**src/rtl/mw_pkg.sv**
```systemverilog
package mw_pkg;
   typedef enum logic [3:0] {
      E_IDLE,   // waiting for a launch
      E_CSU,    // chip select setup before the first bit
      E_DSET,   // command bit presented, setup before rise
      E_CHI,    // command clock high
      E_CLO,    // command clock low
      E_DHOLD,  // data-in released after the address
      E_RHI,    // data clock high, sample at the end
      E_RLO,    // data clock low
      E_TCS,    // chip select dropped, gap before tail pulse
      E_THI,    // tail clock high
      E_TLO     // tail clock low
   } eng_st_t;

   function automatic int ns_to_cycles(longint freq_hz, longint ns);
      longint c;
      c = (freq_hz * ns + 64'd999_999_999) / 64'd1_000_000_000;
      return (c < 1) ? 1 : int'(c);
   endfunction
endpackage

```
**src/rtl/mw_phase_timer.sv**
```systemverilog
module mw_phase_timer #(
   parameter int CNT_W = 8
) (
   input  logic             clk,
   input  logic             rst_n,
   input  logic             load,
   input  logic [CNT_W-1:0] len,
   output logic             expired
);
   logic [CNT_W-1:0] cnt;

   always_ff @(posedge clk or negedge rst_n) begin
      if (!rst_n)               cnt <= '0;
      else if (load)            cnt <= len - 1'b1;
      else if (cnt != '0)       cnt <= cnt - 1'b1;
   end

   assign expired = (cnt == '0);

   a_r4_count_bounded: assert property (@(posedge clk) disable iff (!rst_n)
      (!load && !expired) |=> (cnt == $past(cnt) - 1'b1));
endmodule

```
**src/rtl/mw_word_engine.sv**
```systemverilog
module mw_word_engine
   import mw_pkg::*;
#(
   parameter int          ADDR_W    = 6,
   parameter int          OPC_W     = 3,
   parameter logic [OPC_W-1:0] OPC_READ = 3'b110,
   parameter int          DATA_W    = 16,
   parameter int          PHASE_CYC = 9,
   parameter int          SETUP_CYC = 1
) (
   input  logic              clk,
   input  logic              rst_n,
   input  logic              go,
   input  logic [ADDR_W-1:0] addr,
   input  logic              ee_do,
   output logic              ee_cs,
   output logic              ee_sk,
   output logic              ee_di,
   output logic [DATA_W-1:0] word,
   output logic              word_valid
);
   localparam int CMD_W   = OPC_W + ADDR_W;
   localparam int MAXC    = (PHASE_CYC > SETUP_CYC) ? PHASE_CYC : SETUP_CYC;
   localparam int CNT_W   = $clog2(MAXC + 1);
   localparam int MAXB    = (CMD_W > DATA_W) ? CMD_W : DATA_W;
   localparam int BC_W    = (MAXB > 1) ? $clog2(MAXB) : 1;
   localparam logic [CNT_W-1:0] L_PHASE = CNT_W'(PHASE_CYC);
   localparam logic [CNT_W-1:0] L_SETUP = CNT_W'(SETUP_CYC);

   eng_st_t          st;
   logic [CMD_W-1:0] sreg;
   logic [BC_W-1:0]  bitcnt;
   logic             t_exp, t_load;
   logic [CNT_W-1:0] t_len;
   logic             adv;

   mw_phase_timer #(.CNT_W(CNT_W)) u_timer (
      .clk(clk), .rst_n(rst_n), .load(t_load), .len(t_len), .expired(t_exp));

   assign adv = (st == E_IDLE) ? go : t_exp;

   always_comb begin
      t_load = adv && (st != E_TLO);
      unique case (st)
         E_IDLE, E_CSU, E_CLO, E_TCS: t_len = (st == E_TCS) ? L_PHASE : L_SETUP;
         E_RLO:   t_len = (bitcnt == '0) ? L_SETUP : L_PHASE;
         default: t_len = L_PHASE;
      endcase
   end

   always_ff @(posedge clk or negedge rst_n) begin
      if (!rst_n) begin
         st <= E_IDLE; sreg <= '0; bitcnt <= '0; word <= '0;
         ee_cs <= 1'b0; ee_sk <= 1'b0; ee_di <= 1'b0; word_valid <= 1'b0;
      end else begin
         word_valid <= 1'b0;
         if (adv) begin
            unique case (st)
               E_IDLE: begin
                  ee_cs <= 1'b1; ee_di <= 1'b0; ee_sk <= 1'b0;
                  sreg <= {OPC_READ, addr}; bitcnt <= BC_W'(CMD_W - 1);
                  word <= '0; st <= E_CSU;
               end
               E_CSU: begin
                  ee_di <= sreg[CMD_W-1]; sreg <= sreg << 1; st <= E_DSET;
               end
               E_DSET: begin ee_sk <= 1'b1; st <= E_CHI; end
               E_CHI:  begin ee_sk <= 1'b0; st <= E_CLO; end
               E_CLO: begin
                  if (bitcnt == '0) begin
                     ee_di <= 1'b0; st <= E_DHOLD;
                  end else begin
                     bitcnt <= bitcnt - 1'b1;
                     ee_di <= sreg[CMD_W-1]; sreg <= sreg << 1; st <= E_DSET;
                  end
               end
               E_DHOLD: begin
                  ee_sk <= 1'b1; bitcnt <= BC_W'(DATA_W - 1); st <= E_RHI;
               end
               E_RHI: begin
                  word <= {word[DATA_W-2:0], ee_do}; ee_sk <= 1'b0; st <= E_RLO;
               end
               E_RLO: begin
                  if (bitcnt == '0) begin
                     ee_cs <= 1'b0; ee_di <= 1'b0; st <= E_TCS;
                  end else begin
                     bitcnt <= bitcnt - 1'b1; ee_sk <= 1'b1; st <= E_RHI;
                  end
               end
               E_TCS: begin ee_sk <= 1'b1; st <= E_THI; end
               E_THI: begin ee_sk <= 1'b0; st <= E_TLO; end
               E_TLO: begin word_valid <= 1'b1; st <= E_IDLE; end
               default: st <= E_IDLE;
            endcase
         end
      end
   end

   // high-level length monitor for the serial clock
   logic             sk_q;
   logic [CNT_W:0]   lvl_cnt;
   always_ff @(posedge clk or negedge rst_n) begin
      if (!rst_n) begin
         sk_q <= 1'b0; lvl_cnt <= '0;
      end else begin
         sk_q <= ee_sk;
         if (ee_sk != sk_q)      lvl_cnt <= 1;
         else if (!(&lvl_cnt))   lvl_cnt <= lvl_cnt + 1'b1;
      end
   end

   a_r4_high_phase: assert property (@(posedge clk) disable iff (!rst_n)
      (sk_q && !ee_sk) |-> (lvl_cnt >= (CNT_W+1)'(PHASE_CYC)));
   a_r3_di_stable_at_rise: assert property (@(posedge clk) disable iff (!rst_n)
      $rose(ee_sk) |-> $stable(ee_di));
   a_r2_cs_during_bits: assert property (@(posedge clk) disable iff (!rst_n)
      (st == E_CHI || st == E_RHI || st == E_DSET) |-> ee_cs);
   a_r10_di_low_in_data: assert property (@(posedge clk) disable iff (!rst_n)
      (st == E_RHI || st == E_RLO || st == E_THI || st == E_TLO) |-> !ee_di);
   a_r6_cs_drop_clean: assert property (@(posedge clk) disable iff (!rst_n)
      $fell(ee_cs) |-> (!ee_di && !ee_sk));
endmodule

```
**src/rtl/mw_eeprom_reader.sv**
```systemverilog
module mw_eeprom_reader
   import mw_pkg::*;
#(
   parameter longint            CLK_FREQ_HZ = 50_000_000,
   parameter int                PHASE_NS    = 9000,
   parameter int                SETUP_NS    = 400,
   parameter int                ADDR_W      = 6,
   parameter int                OPC_W       = 3,
   parameter logic [OPC_W-1:0]  OPC_READ    = 3'b110,
   parameter bit                CSUM_EN     = 1'b1,
   parameter logic [15:0]       SIGNATURE   = 16'hBABA
) (
   input  logic              clk,
   input  logic              rst_n,
   input  logic              start,
   input  logic [ADDR_W-1:0] addr,
   input  logic              csum_mode,
   output logic              busy,
   output logic              done,
   output logic [15:0]       rd_data,
   output logic              csum_ok,
   output logic              ee_cs,
   output logic              ee_sk,
   output logic              ee_di,
   input  logic              ee_do
);
   localparam int DATA_W    = 16;
   localparam int PHASE_CYC = ns_to_cycles(CLK_FREQ_HZ, longint'(PHASE_NS));
   localparam int SETUP_CYC = ns_to_cycles(CLK_FREQ_HZ, longint'(SETUP_NS));
   localparam logic [ADDR_W-1:0] LAST_ADDR = '1;

   generate
      if (ADDR_W < 1 || ADDR_W > 12) begin : g_bad_addr
         $error("ADDR_W out of range");
      end
      if (OPC_W < 1) begin : g_bad_opc
         $error("OPC_W must be positive");
      end
      if (CLK_FREQ_HZ < 1) begin : g_bad_clk
         $error("CLK_FREQ_HZ must be positive");
      end
   endgenerate

   logic              eng_go, eng_valid;
   logic [ADDR_W-1:0] eng_addr, idx;
   logic [DATA_W-1:0] eng_word, sum, sum_next;
   logic              csm, sig_hit;

   mw_word_engine #(
      .ADDR_W(ADDR_W), .OPC_W(OPC_W), .OPC_READ(OPC_READ), .DATA_W(DATA_W),
      .PHASE_CYC(PHASE_CYC), .SETUP_CYC(SETUP_CYC)
   ) u_engine (
      .clk(clk), .rst_n(rst_n), .go(eng_go), .addr(eng_addr), .ee_do(ee_do),
      .ee_cs(ee_cs), .ee_sk(ee_sk), .ee_di(ee_di),
      .word(eng_word), .word_valid(eng_valid));

   generate
      if (CSUM_EN) begin : g_csum
         assign sum_next = sum + eng_word;
         assign sig_hit  = (sum_next == SIGNATURE);
      end else begin : g_nocsum
         assign sum_next = eng_word;
         assign sig_hit  = 1'b0;
      end
   endgenerate

   always_ff @(posedge clk or negedge rst_n) begin
      if (!rst_n) begin
         busy <= 1'b0; done <= 1'b0; rd_data <= '0; csum_ok <= 1'b0;
         eng_go <= 1'b0; eng_addr <= '0; idx <= '0; sum <= '0; csm <= 1'b0;
      end else begin
         eng_go <= 1'b0;
         done   <= 1'b0;
         if (!busy && start) begin
            busy <= 1'b1; csm <= csum_mode & CSUM_EN;
            idx <= '0; sum <= '0; rd_data <= '0; csum_ok <= 1'b0;
            eng_addr <= (csum_mode & CSUM_EN) ? '0 : addr;
            eng_go <= 1'b1;
         end else if (busy && eng_valid) begin
            if (csm) begin
               sum <= sum_next;
               if (idx == LAST_ADDR) begin
                  busy <= 1'b0; done <= 1'b1;
                  rd_data <= sum_next; csum_ok <= sig_hit;
               end else begin
                  idx <= idx + 1'b1; eng_addr <= idx + 1'b1; eng_go <= 1'b1;
               end
            end else begin
               busy <= 1'b0; done <= 1'b1; rd_data <= eng_word;
            end
         end
      end
   end

   a_r7_done_one_cycle: assert property (@(posedge clk) disable iff (!rst_n)
      done |=> !done);
   a_r7_hold_result: assert property (@(posedge clk) disable iff (!rst_n)
      (!done && !(start && !busy)) |=> $stable(rd_data) || busy || done);
   a_r10_plain_no_match: assert property (@(posedge clk) disable iff (!rst_n)
      (done && !csm) |-> !csum_ok);
   a_r8_busy_until_done: assert property (@(posedge clk) disable iff (!rst_n)
      $fell(busy) |-> done);
endmodule

```
**config.mk**
```make
export PLATFORM = sky130hd
export DESIGN_NAME = mw_eeprom_reader
export DESIGN_NICKNAME = d
export VERILOG_FILES = /design/src/rtl/mw_pkg.sv /design/src/rtl/mw_phase_timer.sv /design/src/rtl/mw_word_engine.sv /design/src/rtl/mw_eeprom_reader.sv
export SDC_FILE = /design/constraint.sdc
export NUM_CORES = 1
export LEC_CHECK = 0
export BUFFER_PORTS_ARGS = -buffer_cell sky130_fd_sc_hd__buf_4
export CAP_MARGIN = 20
export CORE_ASPECT_RATIO = 0.8
export CORE_MARGIN = 4
export CORE_UTILIZATION = 40
export CTS_BUF_LIST = sky130_fd_sc_hd__clkbuf_2
export CTS_CLUSTER_SIZE = 12
export DETAILED_ROUTE_END_ITERATION = 8
export PLACE_DENSITY = 0.59
export SLEW_MARGIN = 20
export SYNTH_ARGS = -nofsm -noshare
export SYNTH_HDL_FRONTEND = slang
export SYNTH_SLANG_ARGS = --single-unit
```
**constraint.sdc**
```tcl
create_clock -name clk -period 4.05 [get_ports clk]
set_clock_uncertainty 0.15 [all_clocks]
set_input_delay 0.2025 -clock clk [delete_from_list [all_inputs] [get_ports clk]]
set_output_delay 0.2025 -clock clk [all_outputs]
set_load 0.1 [all_outputs]
```
* Yosys cells after proc, flatten, opt, wreduce, memory -nomap -nowiden
Index checks and enable logic that the tools add are counted.
** Cells by class
- Add/sub/neg operators :: 5
- Eq/ne operators :: 19
- Mux-type cells :: 51
- Reduce and logical (&&, ||, !) cells :: 32
** Operators with widths (number)
- $mux W16 :: 7
- $mux W9 :: 5
- $pmux W4 S10 :: 1
- $mux W6 :: 6
- $pmux W16 S2 :: 1
- $pmux W9 S3 :: 1
- $mux W1 :: 22
- $reduce_and A3 Y1 :: 7
- $pmux W9 S2 :: 1
- $sub A9 B1 Y9 const B :: 2
- $add A16 B16 Y16 :: 1
- $eq A16 B16 Y1 const B :: 1
- $eq A4 B3 Y1 const B :: 4
- $eq A4 B4 Y1 const B :: 3
- $pmux W4 S3 :: 1
- $reduce_bool A2 Y1 :: 6
- $logic_not A9 Y1 :: 1
- $reduce_bool A3 Y1 :: 3
- $reduce_bool A9 Y1 :: 1
- $eq A4 B2 Y1 const B :: 2
- $logic_not A4 Y1 :: 2
- $mux W4 :: 2
- $ne A2 B2 Y1 const B :: 4
- $reduce_or A4 Y1 :: 2
- other kinds (17) :: 21
** Word-level totals
- Register bits :: 95
- Bits of input ports :: 11
- Output and inout bits :: 22
- Logic and storage cells :: 125

* Depth between registers and ports, before layout
Gate-level depths: netlist (run 1).
- Word-level depth :: 6
- Mapped depth :: 13
- Depth with buffers taken out :: 13

* Hierarchy
A second synthesis (run 1) with hierarchy kept.
** Second synthesis, totals
- Cell total of the unflattened synthesis :: 593
- Area total of the unflattened synthesis :: 5655.4 sq um
** Modules (own cells, without submodules)
- mw_eeprom_reader :: times used 1, cells an instance 337, area an instance 3066.7 sq um
- mw_word_engine :: times used 1, cells an instance 180, area an instance 1898.1 sq um
- mw_phase_timer :: times used 1, cells an instance 76, area an instance 690.7 sq um

* Least setup slack after synthesis (run 1)
Ideal clock, no wire load.
- Path type :: reg-to-reg
- From :: reg u_engine.u_timer.cnt[5]
- To :: reg u_engine.u_timer.cnt[6]
- Arrival :: 3.103 ns
- Required time :: 3.768 ns
- Setup slack :: 0.665 ns
- Stages on the path, launching flop included :: 13
- Buffers on the path :: 1
- Path through :: dfrtp_1 or4_4 or4_4 or3_4 o21bai_4 buf_6 nand2_2 a21boi_0 ha_1 nand2b_1 o41ai_1 a21oi_1 a2bb2oi_1
** Between the ends
- Longest elaborated chain between the ends :: 4
** Ends and longest elaborated chain
- start: declaration :: RTL line mw_phase_timer.sv:10 : logic [CNT_W-1:0] cnt;
- start signal: assignment :: RTL line mw_phase_timer.sv:14 : else if (load) cnt <= len - 1'b1;
- start signal: assignment :: RTL line mw_phase_timer.sv:15 : else if (cnt != '0) cnt <= cnt - 1'b1;
- parallel branches: the longest is 4 deep, another holds $sub A9 B1 Y9
Parallel ways; which one is timed is not known. The select of a mux whose other input is x is not followed.
A chain may end at the register's enable or synchronous reset.

* Worst setup path in the final report (run 1)
- From :: reg u_engine.u_timer.cnt[4]
- To :: reg u_engine.u_timer.cnt[4]
The elaborated chain is that of the path after synthesis.

==> impl_metrics.py, run 1 <==
metrics = {
    "setup_path": {
        "worstSetupPathType": "reg -> reg",
        "reg2reg_depth": 12,
        "crit_top_cell": "or4_4",
        "crit_path_start": "u_engine.u_timer.cnt[4]",
        "worstSetupStartpointType": "flop",
        "worst-path-max-fanout": 6,
        "cp_num_cells": 12,
        "required_ns": 4.40,
        "cp_top_family": "simple AND/OR/NAND/NOR gates",
        "cpMaxStageDelayCell": "or4_4",
        "r2r_start": "u_engine.u_timer.cnt[4]",
        "max_stage_delay_ns": 0.54,
        "cp-end-kind": "flop",
        "cp_cell_sequence": "or4_4 > or4_4 > or3_4 > o21bai_4 > o211ai_1 > a21boi_0 > ha_1 > nand2b_1 > nor2_1 > xor2_1 > nand2_1 > a21oi_1",
        "worstSetupEndpoint": "u_engine.u_timer.cnt[4]",
        "arrival_ns": 3.84,
        "rr_endpoint": "u_engine.u_timer.cnt[4]",
        "rrSetupSlack_ns": 0.56,
        "worst-path-buf-inv": 0,
    },
    "synthesis": {
        "syn_area_um2": 5266,
        "yosys.area_share.simple_pct": 18.60,
        "synthCells": 560,
        "ys_seq_elements": 95,
        "synth_common_cells": "dfrtp_1, nand2_1, nor2_1, o21ai_0, a21oi_1",
        "synth.area.mux_share_pct": 2.661,
        "synth-xor-area-share_pct": 3.493,
        "synth_top_area_cell": "dfrtp_1",
        "synth-edff-count": 0,
        "synth_cell_types": 69,
        "synth_compound_area_share_pct": 22.00,
        "syn_area_per_cell_um2": 9.404,
        "async_reset_ff_share_pct": 100.0,
        "synth_top_cell_area_share_pct": 45.14,
        "synth.yosys.seq_area_share_pct": 45.14,
        "syn_nets": 590,
        "synth_area_leaders": "dfrtp_1, ha_1, nand2_1",
        "synth.most_common_cell": "dfrtp_1",
        "synth_fa_ha_area_share_pct": 4.657,
        "synth_top_family_by_area": "compound AO/OA/AOI/OAI gates",
        "synthFlopType": "dfrtp_1",
        "yosys_warnings": 0,
    },
    "drt": {
        "vias_per_cell": 5.577,
        "wirelength_um": 12400,
        "first_pass_iters": 5,
        "drc": 0,
        "via_count": 4339,
        "drt-initial-drc-count": 287,
        "wl_per_cell_um": 15.94,
        "final_antenna_net_count": 0,
    },
    "cts": {
        "cts_tree": "yes",
        "root_buffer": "clkbuf_2",
        "clkLatencyLatePin_ns": 0.61,
        "numClockSinks": 95,
        "cts_max_path_buffers": 2,
        "cts_resized": 0,
        "cts_buffers": 9,
        "clk_pin_slew_ns": 0.28,
        "htree_levels": 3,
    },
    "finish": {
        "diodes": 0,
        "fin_cells": 778,
        "drive_above_1_share_pct": 12.94,
        "final_nets": 628,
        "area_growth_pct": 12.69,
    },
    "placed_design": {
        "place.gp.congestion": 0.9125,
        "dpl.cell_count": 748,
        "port_buffers": 32,
        "hpwl_um": 8606,
    },
    "sta": {
        "max_slew_margin_pct": 39.11,
        "hold_viol": 0,
        "rsz0062_at_grt": "false",
        "setup_viol": 0,
        "period_minus_slack_ns": 3.491,
        "tns_ns": 0,
        "fmax_ghz": 0.2865,
        "hold_slack_ns": 0.06174,
        "post-route-period-util_pct": 86.19,
        "max_slew.worst_pin.slew_ns": 0.9134,
        "drv_slew": 0,
    },
    "power_and_ir_drop": {
        "finalPower_mw": 2.448,
        "p_per_area_nw_per_um2": 412.5,
        "leakage_nw": 2.726,
        "ir_worst_vdd_mv": 0.1858,
    },
    "die": {
        "die-area_um2": 15080,
        "die_x_um": 136.3,
        "num_rows": 37,
        "start_util_pct": 40.92,
        "die_h_um": 110.6,
        "ioPinCount": 33,
        "coreArea_um2": 12870,
    },
    "job": {
        "max_cap_viol_count": 0,
    },
    "global_routing": {
        "track_usage_pct": 17.28,
        "grt_max_degree": 73,
        "grt_pass1_vias": 4122,
        "antenna_found_initial": 0,
        "grt_pass1_wl_um": 21020,
        "overflow": 0,
    },
    "status": {
        "status": "complete, no violations",
    },
    "min_path": {
        "min-delay-path-class": "in -> async",
    },
}
## logic make-up after synthesis
group                      after synthesis
AOI/OAI and AO/OA                      170
and+or+nand+nor                        198
adders and majority gates               19
buffers and inverters                   43
muxes                                   14
xor gates and xnor gates                21
DFF                                     95
## stage by stage
step | worst slack, ns | utilization (%) | instance area (µm²)
2_1_floorplan | 0.6651 | - | 5266
4_1_cts | 0.5648 | 46.11 | 5934
5_1_grt | 0.3812 | 46.11 | 5934
3_5_place_dp | 0.6070 | 44.10 | 5675
6_report | 0.5595 | 46.11 | 5934
3_3_place_gp | 0.7242 | 44.10 | 5675
## worst min path at each step
stage | startpoint | end | slack (ns) | cells past startpoint
3_5_place_dp | rst_n | idx[3] | 0.25 | 1
6_report | rst_n | idx[1] | 0.06 | 2
3_3_place_gp | rst_n | idx[1] | 0.25 | 1
2_1_floorplan | rst_n | busy | -0.24 | 0
4_1_cts | rst_n | idx[1] | 0.07 | 2
5_1_grt | rst_n | idx[3] | 0.08 | 2
## sequential cells by signal, indices dropped and copies added (netlist names)
| signal | cells |
|---|---|
| u_engine.ee_cs | 1 |
| u_engine.sreg | 9 |
| sum | 16 |
| csm | 1 |
| done | 1 |
| u_engine.word | 16 |
| busy | 1 |
| u_engine.ee_di | 1 |
| u_engine.ee_sk | 1 |
| eng_addr | 6 |
| u_engine.st | 4 |
| eng_go | 1 |
| idx | 6 |
| u_engine.word_valid | 1 |
| u_engine.bitcnt | 4 |
| rd_data | 16 |
| csum_ok | 1 |
| u_engine.u_timer.cnt | 9 |
## power by group
group	switching, mW	internal (mW)	total, mW
registers	0.126	1.08	1.21
logic	0.477	0.278	0.755
clock network	0.336	0.148	0.484
## cells in the final DEF, fill, tap and decap left out, types with 5 or more instances in the layout
cell type	n
dfrtp_1	95
nand2_1	57
nor2_1	56
buf_4	43
o21ai_0	39
a21oi_1	36
nand3_1	29
ha_1	18
a22o_1	17
mux2i_1	14
a211oi_1	14
dlygate4sd3_1	14
inv_1	13
xor2_1	11
xnor2_1	10
clkbuf_2	10
nor3_1	9
a21o_1	9
and3_1	8
o21ai_1	8
a31oi_1	7
nand2b_1	5
o211ai_1	5
nor2b_1	5
nor3b_1	5
## area by class of cell
| class | instances | area [µm²] |
|---|---|---|
| Clock buffer | 10 | 50.05 |
| Clock inverter | 6 | 68.82 |
| Timing Repair Buffer | 57 | 462.9 |
| Multi-Input combinational cell | 422 | 2708 |
| Sequential cell | 95 | 2377 |
| Fill cell | 1262 | 6935 |
| Inverter | 13 | 48.80 |
| Tap cell | 175 | 219.0 |
## repair_timing
action | CTS | global route
hold buffers | 14 | 0
endpoints found under the hold margin | 98 | 0
setup buffers | 0 | 0
## routing by layer
metal	part of all wire, %	up-vias	global-route usage, %
met5	0	-	0
met4	1.2	0	4.298
met3	5.0	14	3.962
met2	43	107	24.84
met1	51	2109	26.18
li1	-	2109	-
Note: power is estimated with default switching activity, not from simulation.
==> run 2, diff against run 1 <==
--- a/config.mk
+++ b/config.mk
@@ -9,3 +9,2 @@
 export CAP_MARGIN = 20
-export CORE_ASPECT_RATIO = 0.8
 export CORE_MARGIN = 4
@@ -13,3 +12,3 @@
 export CTS_BUF_LIST = sky130_fd_sc_hd__clkbuf_2
-export CTS_CLUSTER_SIZE = 12
+export CTS_CLUSTER_SIZE = 14
 export DETAILED_ROUTE_END_ITERATION = 8
==> constraint.sdc (replaced) <==
create_clock -name clk -period 4.05 [get_ports clk]
set_clock_uncertainty 0.15 [all_clocks]
set_input_delay 0.81 -clock clk [delete_from_list [all_inputs] [get_ports clk]]
set_output_delay 0.81 -clock clk [all_outputs]
set_load 0.1 [all_outputs]
==> impl_metrics.py, run 2 (synthesis results as in run 1) <==
metrics = {
    "sta": {
        "max_slew.worst_pin.slew_ns": 0.8668,
        "tns_ns": 0,
        "fmax_ghz": 0.2860,
        "period_minus_slack_ns": 3.497,
        "setup_viol": 0,
        "rsz0062_at_grt": "false",
        "post-route-period-util_pct": 86.35,
        "drv_slew": 0,
        "hold_viol": 0,
        "max_slew_margin_pct": 42.21,
    },
    "setup_path": {
        "cp_cell_sequence": "or4_4 > or4_4 > or3_4 > o21bai_4 > nand2_2 > a21boi_0 > ha_1 > nand2b_1 > o41ai_1 > a21oi_1 > a2bb2oi_1",
        "worstSetupEndpoint": "u_engine.u_timer.cnt[6]",
        "rr_endpoint": "u_engine.u_timer.cnt[6]",
        "cp_top_family": "simple AND/OR/NAND/NOR gates",
        "worst-path-max-fanout": 8,
        "cp_num_cells": 11,
        "worst-path-buf-inv": 0,
        "arrival_ns": 3.89,
        "crit_path_start": "u_engine.u_timer.cnt[5]",
        "required_ns": 4.45,
        "r2r_start": "u_engine.u_timer.cnt[5]",
        "max_stage_delay_ns": 0.56,
        "reg2reg_depth": 11,
        "crit_top_cell": "or4_4",
        "cpMaxStageDelayCell": "or4_4",
        "worstSetupStartpointType": "flop",
        "cp-end-kind": "flop",
        "rrSetupSlack_ns": 0.55,
        "worstSetupPathType": "reg -> reg",
    },
    "die": {
        "die-area_um2": 15070,
        "start_util_pct": 41.23,
        "num_rows": 41,
        "ioPinCount": 33,
        "die_h_um": 122.7,
        "die_x_um": 122.7,
        "coreArea_um2": 12770,
    },
    "drt": {
        "via_count": 4280,
        "vias_per_cell": 5.617,
        "first_pass_iters": 5,
        "final_antenna_net_count": 0,
        "wirelength_um": 12730,
        "drc": 0,
        "wl_per_cell_um": 16.70,
        "drt-initial-drc-count": 314,
    },
    "global_routing": {
        "grt_pass1_wl_um": 21600,
        "grt_max_degree": 56,
        "track_usage_pct": 18.33,
        "antenna_found_initial": 1,
        "grt_pass1_vias": 4204,
        "overflow": 0,
    },
    "cts": {
        "htree_levels": 3,
        "cts_resized": 0,
        "cts_setup_buffers": 0,
        "postCtsHoldBufs": 0,
        "cts_max_path_buffers": 2,
        "cts_buffers": 9,
        "numClockSinks": 95,
        "clk_pin_slew_ns": 0.26,
        "clkLatencyLatePin_ns": 0.63,
        "root_buffer": "clkbuf_2",
        "cts_tree": "yes",
    },
    "placed_design": {
        "hpwl_um": 9077,
        "place.gp.congestion": 0.8697,
        "place_area_um2": 5672,
        "port_buffers": 32,
    },
    "finish": {
        "largest_registers": "rd_data x16, sum x16, u_engine.word x16",
        "fill_cells": 1236,
        "area_growth_pct": 9.979,
        "drive_above_1_share_pct": 13.24,
        "final_nets": 614,
        "layout_commonest_cell": "dfrtp_1",
        "stdcell_area_um2": 5792,
        "final_cell_mix": "dfrtp_1, nand2_1, nor2_1",
    },
    "power_and_ir_drop": {
        "ir_worst_vdd_mv": 0.2831,
        "leakage_nw": 2.668,
        "p_per_area_nw_per_um2": 421.4,
    },
    "job": {
        "max_cap_viol_count": 0,
    },
    "status": {
        "status": "complete, no violations",
    },
    "min_path": {
        "min-delay-path-class": "in -> async",
    },
}
[run 2: routing by layer]
layer | wire length, µm | GRT usage, % | vias up
li1 | - | - | 2082
met2 | 5848 | 28.63 | 102
met3 | 637 | 4.516 | 11
met5 | 0 | 0 | -
met1 | 6125 | 25.77 | 2085
met4 | 113 | 4.199 | 0
[run 2: worst min-delay path by stage]
stage | to | slack (ns) | cells past startpoint
finish | u_engine.bitcnt[1] | 0.03 | 1
global route | u_engine.u_timer.cnt[0] | 0.003 | 1
CTS | u_engine.u_timer.cnt[0] | 0.02 | 1
detailed placement | u_engine.sreg[4] | 0.33 | 2
global placement | u_engine.sreg[4] | 0.32 | 2
floorplan | u_engine.sreg[0] | 0.30 | 2
[run 2: worst register-to-register path, cell delays in order (launching register included)]
cell       delay, ns
dfrtp_1         0.47
or4_4           0.56
or4_4           0.44
or3_4           0.40
o21bai_4        0.16
nand2_2         0.13
a21boi_0        0.20
ha_1            0.24
nand2b_1        0.13
o41ai_1         0.29
a21oi_1         0.13
a2bb2oi_1       0.14
[run 2: power breakdown]
part	internal (mW)	total, mW	switching (mW)
Combinational	0.269	0.712	0.444
Sequential	1.08	1.24	0.157
Clock	0.143	0.490	0.347
Total	1.49	2.44	0.948
[run 2: final cells by class]
class,count,area [µm²],share of cell area [%]
antenna,1,2.502,0.04321
sequential,95,2377,41.05
inverter,13,48.80,0.8425
multi-input combinational,422,2708,46.75
timing repair buffer,43,322.8,5.574
clock inverter,7,72.57,1.253
clock buffer,9,45.04,0.7777
tap,172,215.2,3.716
[run 2: stage by stage]
stage / hold WS, ns / instances / total power [mW] / utilization [%] / setup slack [ns]
6_report: 0.03047 / 762 / 2.441 / 45.34 / 0.5530
4_1_cts: 0.01691 / 761 / 2.464 / 45.32 / 0.5376
3_5_place_dp: 0.3284 / 745 / 1.968 / 44.40 / 0.5766
2_1_floorplan: 0.3038 / 560 / 1.777 / - / 0.6651
5_1_grt: 0.003393 / 762 / 2.603 / 45.34 / 0.3496
3_3_place_gp: 0.3172 / 745 / 1.953 / 44.40 / 0.7206
==> run 3, diff against run 2 <==
- CORE_UTILIZATION: 40 -> 62
- PLACE_DENSITY: 0.59 -> 0.84
==> impl_metrics.py, run 3 (synthesis results as in run 1) <==
metrics = {
    "finish": {
        "area_growth_pct": 8.553,
        "final_cell_mix": "dfrtp_1, nand2_1, nor2_1",
        "layout_commonest_cell": "dfrtp_1",
        "final_nets": 614,
        "drive_above_1_share_pct": 13.24,
        "largest_registers": "rd_data x16, sum x16, u_engine.word x16",
        "stdcell_area_um2": 5717,
        "diodes": 0,
    },
    "drt": {
        "final_antenna_net_count": 0,
        "drc": 0,
        "vias_per_cell": 6.310,
        "wirelength_um": 12010,
        "via_count": 4379,
        "first_pass_iters": 5,
        "wl_per_cell_um": 17.31,
        "drt-initial-drc-count": 323,
    },
    "cts": {
        "root_buffer": "clkbuf_2",
        "clkLatencyLatePin_ns": 0.54,
        "cts_tree": "yes",
        "numClockSinks": 95,
        "cts_max_path_buffers": 2,
        "cts_buffers": 9,
        "clk_pin_slew_ns": 0.28,
        "postCtsHoldBufs": 0,
        "htree_levels": 3,
        "cts_setup_buffers": 0,
        "cts_resized": 0,
    },
    "die": {
        "die_x_um": 100.2,
        "die_h_um": 100.2,
        "coreArea_um2": 8258,
        "start_util_pct": 63.77,
        "ioPinCount": 33,
        "num_rows": 33,
        "die-area_um2": 10030,
    },
    "setup_path": {
        "worstSetupStartpointType": "flop",
        "cp_cell_sequence": "or4_4 > or4_4 > or3_4 > o21bai_4 > o211ai_1 > a21boi_0 > ha_1 > nand2b_1 > nor2_1 > xor2_1 > nand2_1 > a21oi_1",
        "worst-path-max-fanout": 6,
        "cp_num_cells": 12,
        "r2r_start": "u_engine.u_timer.cnt[5]",
        "reg2reg_depth": 12,
        "cpMaxStageDelayCell": "or4_4",
        "rr_endpoint": "u_engine.u_timer.cnt[4]",
        "crit_path_start": "u_engine.u_timer.cnt[5]",
        "rrSetupSlack_ns": 0.52,
        "worstSetupPathType": "reg -> reg",
        "cp-end-kind": "flop",
        "arrival_ns": 3.88,
        "max_stage_delay_ns": 0.55,
        "crit_top_cell": "or4_4",
        "worst-path-buf-inv": 0,
        "worstSetupEndpoint": "u_engine.u_timer.cnt[4]",
        "cp_top_family": "simple AND/OR/NAND/NOR gates",
        "required_ns": 4.40,
    },
    "sta": {
        "max_slew.worst_pin.slew_ns": 0.8400,
        "max_slew_margin_pct": 44.00,
        "setup_viol": 0,
        "drv_slew": 0,
        "rsz0062_at_grt": "false",
        "tns_ns": 0,
        "post-route-period-util_pct": 87.27,
        "worst_slack_ns": 0.5154,
        "fmax_ghz": 0.2829,
        "period_minus_slack_ns": 3.535,
        "hold_viol": 0,
        "hold_slack_ns": 0.1046,
    },
    "placed_design": {
        "place.gp.congestion": 0.9632,
        "place_area_um2": 5588,
        "hpwl_um": 8438,
        "dp_slack_ns": 0.6149,
        "port_buffers": 32,
    },
    "global_routing": {
        "grt_max_degree": 81,
        "overflow": 0,
        "grt_pass1_vias": 4150,
        "antenna_found_initial": 0,
        "track_usage_pct": 25.40,
        "grt_pass1_wl_um": 20620,
    },
    "power_and_ir_drop": {
        "p_per_area_nw_per_um2": 425.9,
        "leakage_nw": 2.671,
        "ir_worst_vdd_mv": 0.2830,
    },
    "status": {
        "status": "complete, no violations",
    },
    "min_path": {
        "min-delay-path-class": "in -> async",
    },
    "job": {
        "max_cap_viol_count": 0,
    },
}
[run 3: cell type report]
class | instances | area [µm²]
inverter | 13 | 48.80
clock buffer | 9 | 45.04
multi-input combinational | 422 | 2708
clock inverter | 7 | 80.08
fill | 648 | 2541
timing repair buffer | 43 | 326.6
tap | 105 | 131.4
sequential | 95 | 2377
[run 3: metrics by stage]
stage	util, %	std cells	power, mW
after floorplan	-	560	1.777
after global placement	67.67	678	1.935
after detailed placement	67.67	678	1.961
after CTS	69.18	694	2.447
after global routing	69.23	694	2.594
final	69.23	694	2.435
[run 3: worst register-to-register path, delay by kind of cell (launching register included)]
family	cells	cell delay (ns)
AOI/OAI and AO/OA	4	0.77
xor gates and xnor gates	1	0.14
adders and majority gates	1	0.26
DFF	1	0.48
and+or+nand+nor	6	1.70
[run 3: worst min path at each step]
| stage | startpoint | end | slack [ns] | cells past startpoint |
|---|---|---|---|---|
| 2_1_floorplan | u_engine.sreg[0] | u_engine.sreg[0] | 0.30 | 2 |
| 3_3_place_gp | u_engine.sreg[4] | u_engine.sreg[4] | 0.32 | 2 |
| 3_5_place_dp | u_engine.sreg[2] | u_engine.sreg[2] | 0.33 | 2 |
| 4_1_cts | rst_n | eng_addr[1] | 0.24 | 1 |
| 5_1_grt | rst_n | u_engine.bitcnt[1] | 0.09 | 1 |
| 6_report | rst_n | u_engine.bitcnt[1] | 0.10 | 1 |
[run 3: report_power, final]
| group | internal [mW] | switching (mW) |
|---|---|---|
| combinational | 0.266 | 0.483 |
| sequential | 1.08 | 0.120 |
| clock | 0.149 | 0.334 |
[run 3: metal layers]
metal | vias to the layer above | share of wire (%) | wire (µm) | track usage, %
li1 | 2079 | - | - | -
met2 | 166 | 48 | 5716 | 39.19
met5 | - | 0 | 0 | 0
met3 | 20 | 6.6 | 790 | 3.683
met1 | 2114 | 44 | 5342 | 37.62
met4 | 0 | 1.4 | 163 | 7.358
